===== config.mk =====
export PLATFORM = sky130hd
export DESIGN_NAME = rx_scatter
export DESIGN_NICKNAME = d
export VERILOG_FILES = /design/src/rtl/rxs_pkg.sv /design/src/rtl/rxs_buf_track.sv /design/src/rtl/rxs_crc_tail.sv /design/src/rtl/rxs_ru_ctl.sv /design/src/rtl/rx_scatter.sv
export SDC_FILE = /design/constraint.sdc
export NUM_CORES = 1
export LEC_CHECK = 0
export BUFFER_PORTS_ARGS = -buffer_cell sky130_fd_sc_hd__buf_2
export CORE_ASPECT_RATIO = 1.2
export CORE_UTILIZATION = 37
export DETAILED_ROUTE_END_ITERATION = 12
export PLACE_DENSITY = 0.64
export SYNTH_ARGS = -nofsm -noshare
export SYNTH_HDL_FRONTEND = slang
export SYNTH_SLANG_ARGS = --single-unit

===== constraint.sdc =====
create_clock -name clk -period 3 [get_ports clk]
set_input_delay 0.6 -clock clk [delete_from_list [all_inputs] [get_ports clk]]
set_output_delay 0.6 -clock clk [all_outputs]
set_load 0.05 [all_outputs]

===== src/rtl/rxs_pkg.sv =====
package rxs_pkg;

    typedef enum logic [2:0] {
        ST_IDLE,
        ST_DESC,
        ST_MOVE,
        ST_DROP,
        ST_DONE
    } rxs_state_e;

    // Per-frame context captured at the first byte and updated during the fill
    typedef struct packed {
        logic group;
        logic stop;
        logic trunc;
        logic in_crc;
        logic keep_stat;
    } rxs_ctx_t;

    localparam int STAT_W        = 16;
    localparam int STAT_DONE_BIT = 15;
    localparam int STAT_OK_BIT   = 13;
    localparam int STAT_GRP_BIT  = 0;

    function automatic logic [STAT_W-1:0] status_word(input logic ok, input logic grp);
        logic [STAT_W-1:0] w;
        w                = '0;
        w[STAT_DONE_BIT] = 1'b1;
        w[STAT_OK_BIT]   = ok;
        w[STAT_GRP_BIT]  = grp;
        return w;
    endfunction

endpackage


===== src/rtl/rxs_buf_track.sv =====
module rxs_buf_track #(
    parameter int CNT_W = 14
) (
    input  logic             clk,
    input  logic             rst,
    input  logic             load,
    input  logic [CNT_W-1:0] cap_in,
    input  logic             chain_in,
    input  logic             step,
    output logic [CNT_W-1:0] pos,
    output logic             chain,
    output logic             at_full
);
    logic [CNT_W-1:0] cap_q;

    always_ff @(posedge clk) begin
        if (rst) begin
            pos   <= '0;
            cap_q <= '0;
            chain <= 1'b0;
        end else if (load) begin
            pos   <= '0;
            cap_q <= cap_in;
            chain <= chain_in;
        end else if (step) begin
            pos <= pos + CNT_W'(1);
        end
    end

    // The byte now being written is the last one the buffer can hold
    assign at_full = (pos == cap_q - CNT_W'(1));

endmodule


===== src/rtl/rxs_crc_tail.sv =====
module rxs_crc_tail #(
    parameter int CRC_BYTES = 4
) (
    input  logic                   clk,
    input  logic                   rst,
    input  logic                   load,
    input  logic [8*CRC_BYTES-1:0] crc_in,
    input  logic                   step,
    output logic [7:0]             byte_o,
    output logic                   final_o
);
    localparam int CW = 8 * CRC_BYTES;
    localparam int IW = (CRC_BYTES > 1) ? $clog2(CRC_BYTES) : 1;
    localparam logic [IW-1:0] LAST_IDX = IW'(CRC_BYTES - 1);

    logic [CW-1:0] sh_q;
    logic [IW-1:0] idx_q;

    always_ff @(posedge clk) begin
        if (rst) begin
            sh_q  <= '0;
            idx_q <= '0;
        end else if (load) begin
            sh_q  <= crc_in;
            idx_q <= '0;
        end else if (step) begin
            sh_q  <= sh_q << 8;
            idx_q <= idx_q + IW'(1);
        end
    end

    // Most significant byte leaves first
    assign byte_o  = sh_q[CW-1 -: 8];
    assign final_o = (idx_q == LAST_IDX);

endmodule


===== src/rtl/rxs_ru_ctl.sv =====
module rxs_ru_ctl (
    input  logic clk,
    input  logic rst,
    input  logic start,
    input  logic stop,
    input  logic done,
    input  logic ack,
    output logic suspended,
    output logic irq
);
    always_ff @(posedge clk) begin
        if (rst) begin
            suspended <= 1'b1;
            irq       <= 1'b0;
        end else begin
            if (stop)       suspended <= 1'b1;
            else if (start) suspended <= 1'b0;

            if (done)     irq <= 1'b1;
            else if (ack) irq <= 1'b0;
        end
    end
endmodule


===== src/rtl/rx_scatter.sv =====
module rx_scatter
    import rxs_pkg::*;
#(
    parameter int CNT_W     = 14,
    parameter int CRC_BYTES = 4
) (
    input  logic                   clk,
    input  logic                   rst,
    input  logic                   link_up_i,
    input  logic                   ru_start_i,
    input  logic                   irq_ack_i,
    input  logic                   in_valid_i,
    output logic                   in_ready_o,
    input  logic [7:0]             in_data_i,
    input  logic                   in_last_i,
    input  logic [8*CRC_BYTES-1:0] crc_i,
    input  logic                   group_i,
    input  logic                   fd_susp_i,
    input  logic                   fd_eol_i,
    input  logic                   bd_valid_i,
    output logic                   bd_ready_o,
    input  logic [CNT_W+1:0]       bd_size_i,
    output logic                   wr_en_o,
    output logic [CNT_W-1:0]       wr_addr_o,
    output logic [7:0]             wr_data_o,
    output logic                   cnt_we_o,
    output logic [CNT_W+1:0]       cnt_word_o,
    output logic                   stat_we_o,
    output logic [STAT_W-1:0]      stat_word_o,
    output logic                   frame_ev_o,
    output logic                   rnr_ev_o,
    output logic                   ovf_o,
    output logic                   irq_o
);
    localparam int SZ_W      = CNT_W + 2;
    localparam int CHAIN_BIT = SZ_W - 1;

    rxs_state_e st;
    rxs_ctx_t   ctx;

    logic             ru_susp;
    logic             refuse;
    logic             bd_take;
    logic             cap_zero;
    logic             bd_chain;
    logic             data_phase;
    logic             byte_take;
    logic             crc_take;
    logic             buf_full;
    logic             chain;
    logic [CNT_W-1:0] pos;
    logic [7:0]       crc_byte;
    logic             crc_final;
    logic             frame_end_now;
    logic             unused_fill_bit;

    assign unused_fill_bit = bd_size_i[CNT_W];

    assign refuse     = ru_susp || !link_up_i;
    assign bd_ready_o = (st == ST_DESC);
    assign bd_take    = bd_ready_o && bd_valid_i;
    assign cap_zero   = (bd_size_i[CNT_W-1:0] == '0);
    assign bd_chain   = bd_size_i[CHAIN_BIT];

    assign data_phase = (st == ST_MOVE) && !ctx.in_crc;
    assign in_ready_o = data_phase || (st == ST_DROP);
    assign byte_take  = data_phase && in_valid_i;
    assign crc_take   = (st == ST_MOVE) && ctx.in_crc;

    assign frame_end_now = crc_take && crc_final;

    assign wr_en_o    = byte_take || crc_take;
    assign wr_addr_o  = pos;
    assign wr_data_o  = crc_take ? crc_byte : in_data_i;

    assign cnt_we_o   = wr_en_o && (buf_full || frame_end_now);
    assign cnt_word_o = {frame_end_now, 1'b1, pos + CNT_W'(1)};

    assign ovf_o       = bd_take && cap_zero;
    assign stat_we_o   = (st == ST_DONE);
    assign stat_word_o = status_word(!ctx.trunc, ctx.group);
    assign frame_ev_o  = stat_we_o;
    assign rnr_ev_o    = stat_we_o && ctx.stop;

    rxs_buf_track #(.CNT_W(CNT_W)) u_buf (
        .clk      (clk),
        .rst      (rst),
        .load     (bd_take && !cap_zero),
        .cap_in   (bd_size_i[CNT_W-1:0]),
        .chain_in (bd_chain),
        .step     (wr_en_o),
        .pos      (pos),
        .chain    (chain),
        .at_full  (buf_full)
    );

    rxs_crc_tail #(.CRC_BYTES(CRC_BYTES)) u_crc (
        .clk     (clk),
        .rst     (rst),
        .load    (byte_take && in_last_i),
        .crc_in  (crc_i),
        .step    (crc_take),
        .byte_o  (crc_byte),
        .final_o (crc_final)
    );

    rxs_ru_ctl u_ru (
        .clk       (clk),
        .rst       (rst),
        .start     (ru_start_i),
        .stop      (rnr_ev_o),
        .done      (stat_we_o),
        .ack       (irq_ack_i),
        .suspended (ru_susp),
        .irq       (irq_o)
    );

    always_ff @(posedge clk) begin
        if (rst) begin
            st  <= ST_IDLE;
            ctx <= '0;
        end else begin
            case (st)
                ST_IDLE: begin
                    if (in_valid_i) begin
                        if (refuse) begin
                            st  <= ST_DROP;
                            ctx <= '0;
                        end else begin
                            st  <= ST_DESC;
                            ctx <= '{group: group_i, stop: fd_susp_i | fd_eol_i,
                                     trunc: 1'b0, in_crc: 1'b0, keep_stat: 1'b1};
                        end
                    end
                end
                ST_DESC: begin
                    if (bd_valid_i) begin
                        if (!cap_zero) begin
                            st <= ST_MOVE;
                        end else if (bd_chain) begin
                            ctx.trunc <= 1'b1;
                            st        <= ctx.in_crc ? ST_DONE : ST_DROP;
                        end
                    end
                end
                ST_MOVE: begin
                    if (!ctx.in_crc) begin
                        if (in_valid_i) begin
                            if (in_last_i) ctx.in_crc <= 1'b1;
                            if (buf_full) begin
                                if (chain) begin
                                    ctx.trunc <= 1'b1;
                                    st        <= in_last_i ? ST_DONE : ST_DROP;
                                end else begin
                                    st <= ST_DESC;
                                end
                            end
                        end
                    end else if (crc_final) begin
                        st <= ST_DONE;
                    end else if (buf_full) begin
                        if (chain) begin
                            ctx.trunc <= 1'b1;
                            st        <= ST_DONE;
                        end else begin
                            st <= ST_DESC;
                        end
                    end
                end
                ST_DROP: begin
                    if (in_valid_i && in_last_i)
                        st <= ctx.keep_stat ? ST_DONE : ST_IDLE;
                end
                ST_DONE: st <= ST_IDLE;
                default: st <= ST_IDLE;
            endcase
        end
    end

endmodule


==> metrics.txt <==
Clock transition at path regs=roughly 60 ps; Reg2Reg Setup Slack=around 300 ps; Max IR drop VDD=around 0.00038 V; CP Data Arrival Time=roughly 2600 ps; placed cells=740; cell depth of the worst flop-to-flop path=9; htree depth=3; Final ANT Viol Nets=0; first-pass GRT wire length=between 15000 and 20000 um; worst path buffer plus inverter count=3; total power=approximately 3100 uW; Worst Skew=approximately 5.5 ps; total clock buffers created by CTS=9; number of synthesized flops with an enable pin=0; CP max stage delay=about 400 ps; Post-Route WL=between 10000 and 15000 um; Filler Cells Inserted=~1100; Worst-Margin Slew=~650 ps; count of different cell masters after synthesis=just over 60; clk_lat worst skew=330 ps; CTS tree=yes; critical path class=flip-flop to output port; failing checks=negative setup slack; Die Wd=just under 100 um; Placer Congestion=0.902; critical path fanouts, max=4; die area=roughly 12000 um^2; detailed placement HPWL=approximately 8000 um; setup_tns=-243 ps; Max Slew Vio Count=0; vias in the first global route=approximately 3700; Root Driver=clkbuf_16; pin count of the biggest net entering global routing=51; Leakage=between 0.002 and 0.0025 uW; dominant synthesized flop cell=dfxtp_1; # port buffers=about 110; RSZ-0062 raised after global routing=yes; initial core utilization=roughly two fifths; DR WL/cell=around 14 um; Area Overhead vs Synth=28.1%; synth warn=0; most common cell in the synthesized netlist=dfxtp_1; I/O Pins=130; Area contributors post-synth=dfxtp_1 (35%), mux2i_1 (9.3%), nor2_1 (6.5%); CP Depth=9; fin crit period=approximately 3200 ps; syn avg cell area=between 8 and 9 um^2; critical path endpoint category=output port; Global Route Usage Sum=18.8%; Ant. Diodes=0; Syn Inst Count=approximately 500; register area share after synthesis=approximately a third; crit start category=flip-flop; Core ar.=roughly 11000 um^2; initial antenna violation count=0; Via Count=about 3900; CTS Buffer Depth=2; initial DRC count=around 210; fraction of layout cells with a size suffix above 1=a little under a third; Cell Rows=42; drt pass-1 iters=6; Post-synth top cells=dfxtp_1 (73), nor2_1 (72), mux2i_1 (39); Hold Path Class=flip-flop to flip-flop; critical path, cell by cell=inv_1 > ha_2 > or3b_4 > buf_4 > o31a_2 > o32ai_1 > o21ai_1 > o22ai_4 > buf_6; ys async rst share=0%; Setup-failing EPs final=1; CP top delay family=compound AO/OA/AOI/OAI gates; power per cell area=584 nW/um^2; area share of the largest cell type after synthesis=35.0%; final cell count without fillers=about 760; Die Y=118 um; Critical-path top delay cell=or3b_4; Cell Area, Synth=about 4200 um^2; DRC viols=0; clk sink count=73; Max-Cap Viols=0; vias per cell=around 5.2; grt ovf=0; cell taking the most area after synthesis=dfxtp_1; Max-slew headroom=a little under three fifths; Hold Path Cell Cnt=2; final period utilization=108%; Final Hold Vio Count=0; Max Freq=around 310 MHz; Setup WS post-layout=-243 ps; Worst Path Required=roughly 2400 ps; flops & latches, synth=73; Layout Nets=around 690; status=finished with violations
==> state kept, by name, indices dropped and copies added (netlist names) <==
register and flops:
u_buf.cap_q 14, ctx 4, u_buf.chain 1, u_buf.pos 14, st 3, u_ru.suspended 1
u_ru.irq 1, u_crc.idx_q 2, stat_word_o 1, u_crc.sh_q 32
==> final timing paths <==
check                             end                   startpoint
setup / recovery             cnt_we_o  u_buf.cap_q[0]$_SDFFE_PP0P_
hold / removal    ctx[3]$_SDFFE_PP0P_          ctx[3]$_SDFFE_PP0P_
setup reg to reg   st[1]$_SDFFE_PP0P_  u_buf.cap_q[0]$_SDFFE_PP0P_
hold reg to reg   ctx[3]$_SDFFE_PP0P_          ctx[3]$_SDFFE_PP0P_
==> cells in the final DEF, fill, tap and decap left out, types with 4 or more instances in the layout <==
cell type	Yosys	final
dfxtp_1	73	68
clkbuf_16	0	9
nor4_1	10	9
o21ai_0	15	14
mux2i_1	39	39
buf_4	19	31
nor2_1	72	71
nor3_1	8	7
a21oi_1	23	23
or3_1	5	5
and3_1	5	4
dfxtp_2	0	5
o211ai_1	4	4
nand2_1	35	35
nand3_1	13	13
conb_1	2	15
xnor2_1	18	16
nand4_1	4	4
xor2_1	19	17
a211oi_1	26	26
a22oi_1	9	9
mux2_2	8	8
buf_2	2	111
inv_1	13	13
==> worst reg2reg max path, cell delays in order (launching register included) <==
cell and delay [ps]:
dfxtp_2 320, inv_1 60, ha_2 200, or3b_4 400
buf_4 150, o31a_2 320, o32ai_1 380, nor2_1 130
o41ai_1 450, a221oi_1 150
==> cells by family after synthesis <==
| kind of cell | after synthesis | synth area share (%) |
|---|---|---|
| AO/OA/AOI/OAI | 99 | 16.1 |
| flip-flops | 73 | 35.0 |
| multiplexers | 47 | 11.5 |
| other | 2 | 0.180 |
| adder cells (fa/ha/maj) | 3 | 0.899 |
| XOR/XNOR | 37 | 7.76 |
| AND/OR/NAND/NOR | 177 | 20.5 |
| buffers and inverters | 66 | 8.09 |
==> what timing repair did <==
item	CTS	global route
resized for setup	12	7
pin swaps	6	3
buffers inserted	2	0
hold buffers	0	0
setup endpoints to repair	2	11
==> stage by stage <==
| step | instance area [um^2] | setup slack, ps | utilization [%] | hold slack (ps) |
|---|---|---|---|---|
| after floorplan | 4280 | -177 | - | 427 |
| final | 5350 | -243 | 48.7 | 448 |
| after global placement | 4960 | -156 | 45.2 | 443 |
| after global routing | 5350 | -337 | 48.7 | 469 |
| after CTS | 5330 | -275 | 48.5 | 452 |
| after detailed placement | 4960 | -202 | 45.2 | 444 |
==> cell type report <==
type	count	area, um^2	share of cell area [%]
clock buffer	9	225	4.21
timing repair buffer	146	830	15.5
sequential	73	1470	27.4
clock inverter	7	86.3	1.61
tap	132	165	3.09
inverter	13	48.8	0.912
multi-input combinational	378	2520	47.2
==> metal layers <==
layer	vias to the layer above	global-route usage, %	routed length, um
met4	0	7.00	251
met5	-	0	0
met2	114	31.2	5150
li1	1985	-	-
met3	18	4.61	594
met1	1829	23.2	4750
==> report_power, final <==
part	internal, uW	switching [uW]
Clock	661	451
Combinational	350	554
Sequential	1040	63.4
Power figures use the tool's default switching activity.
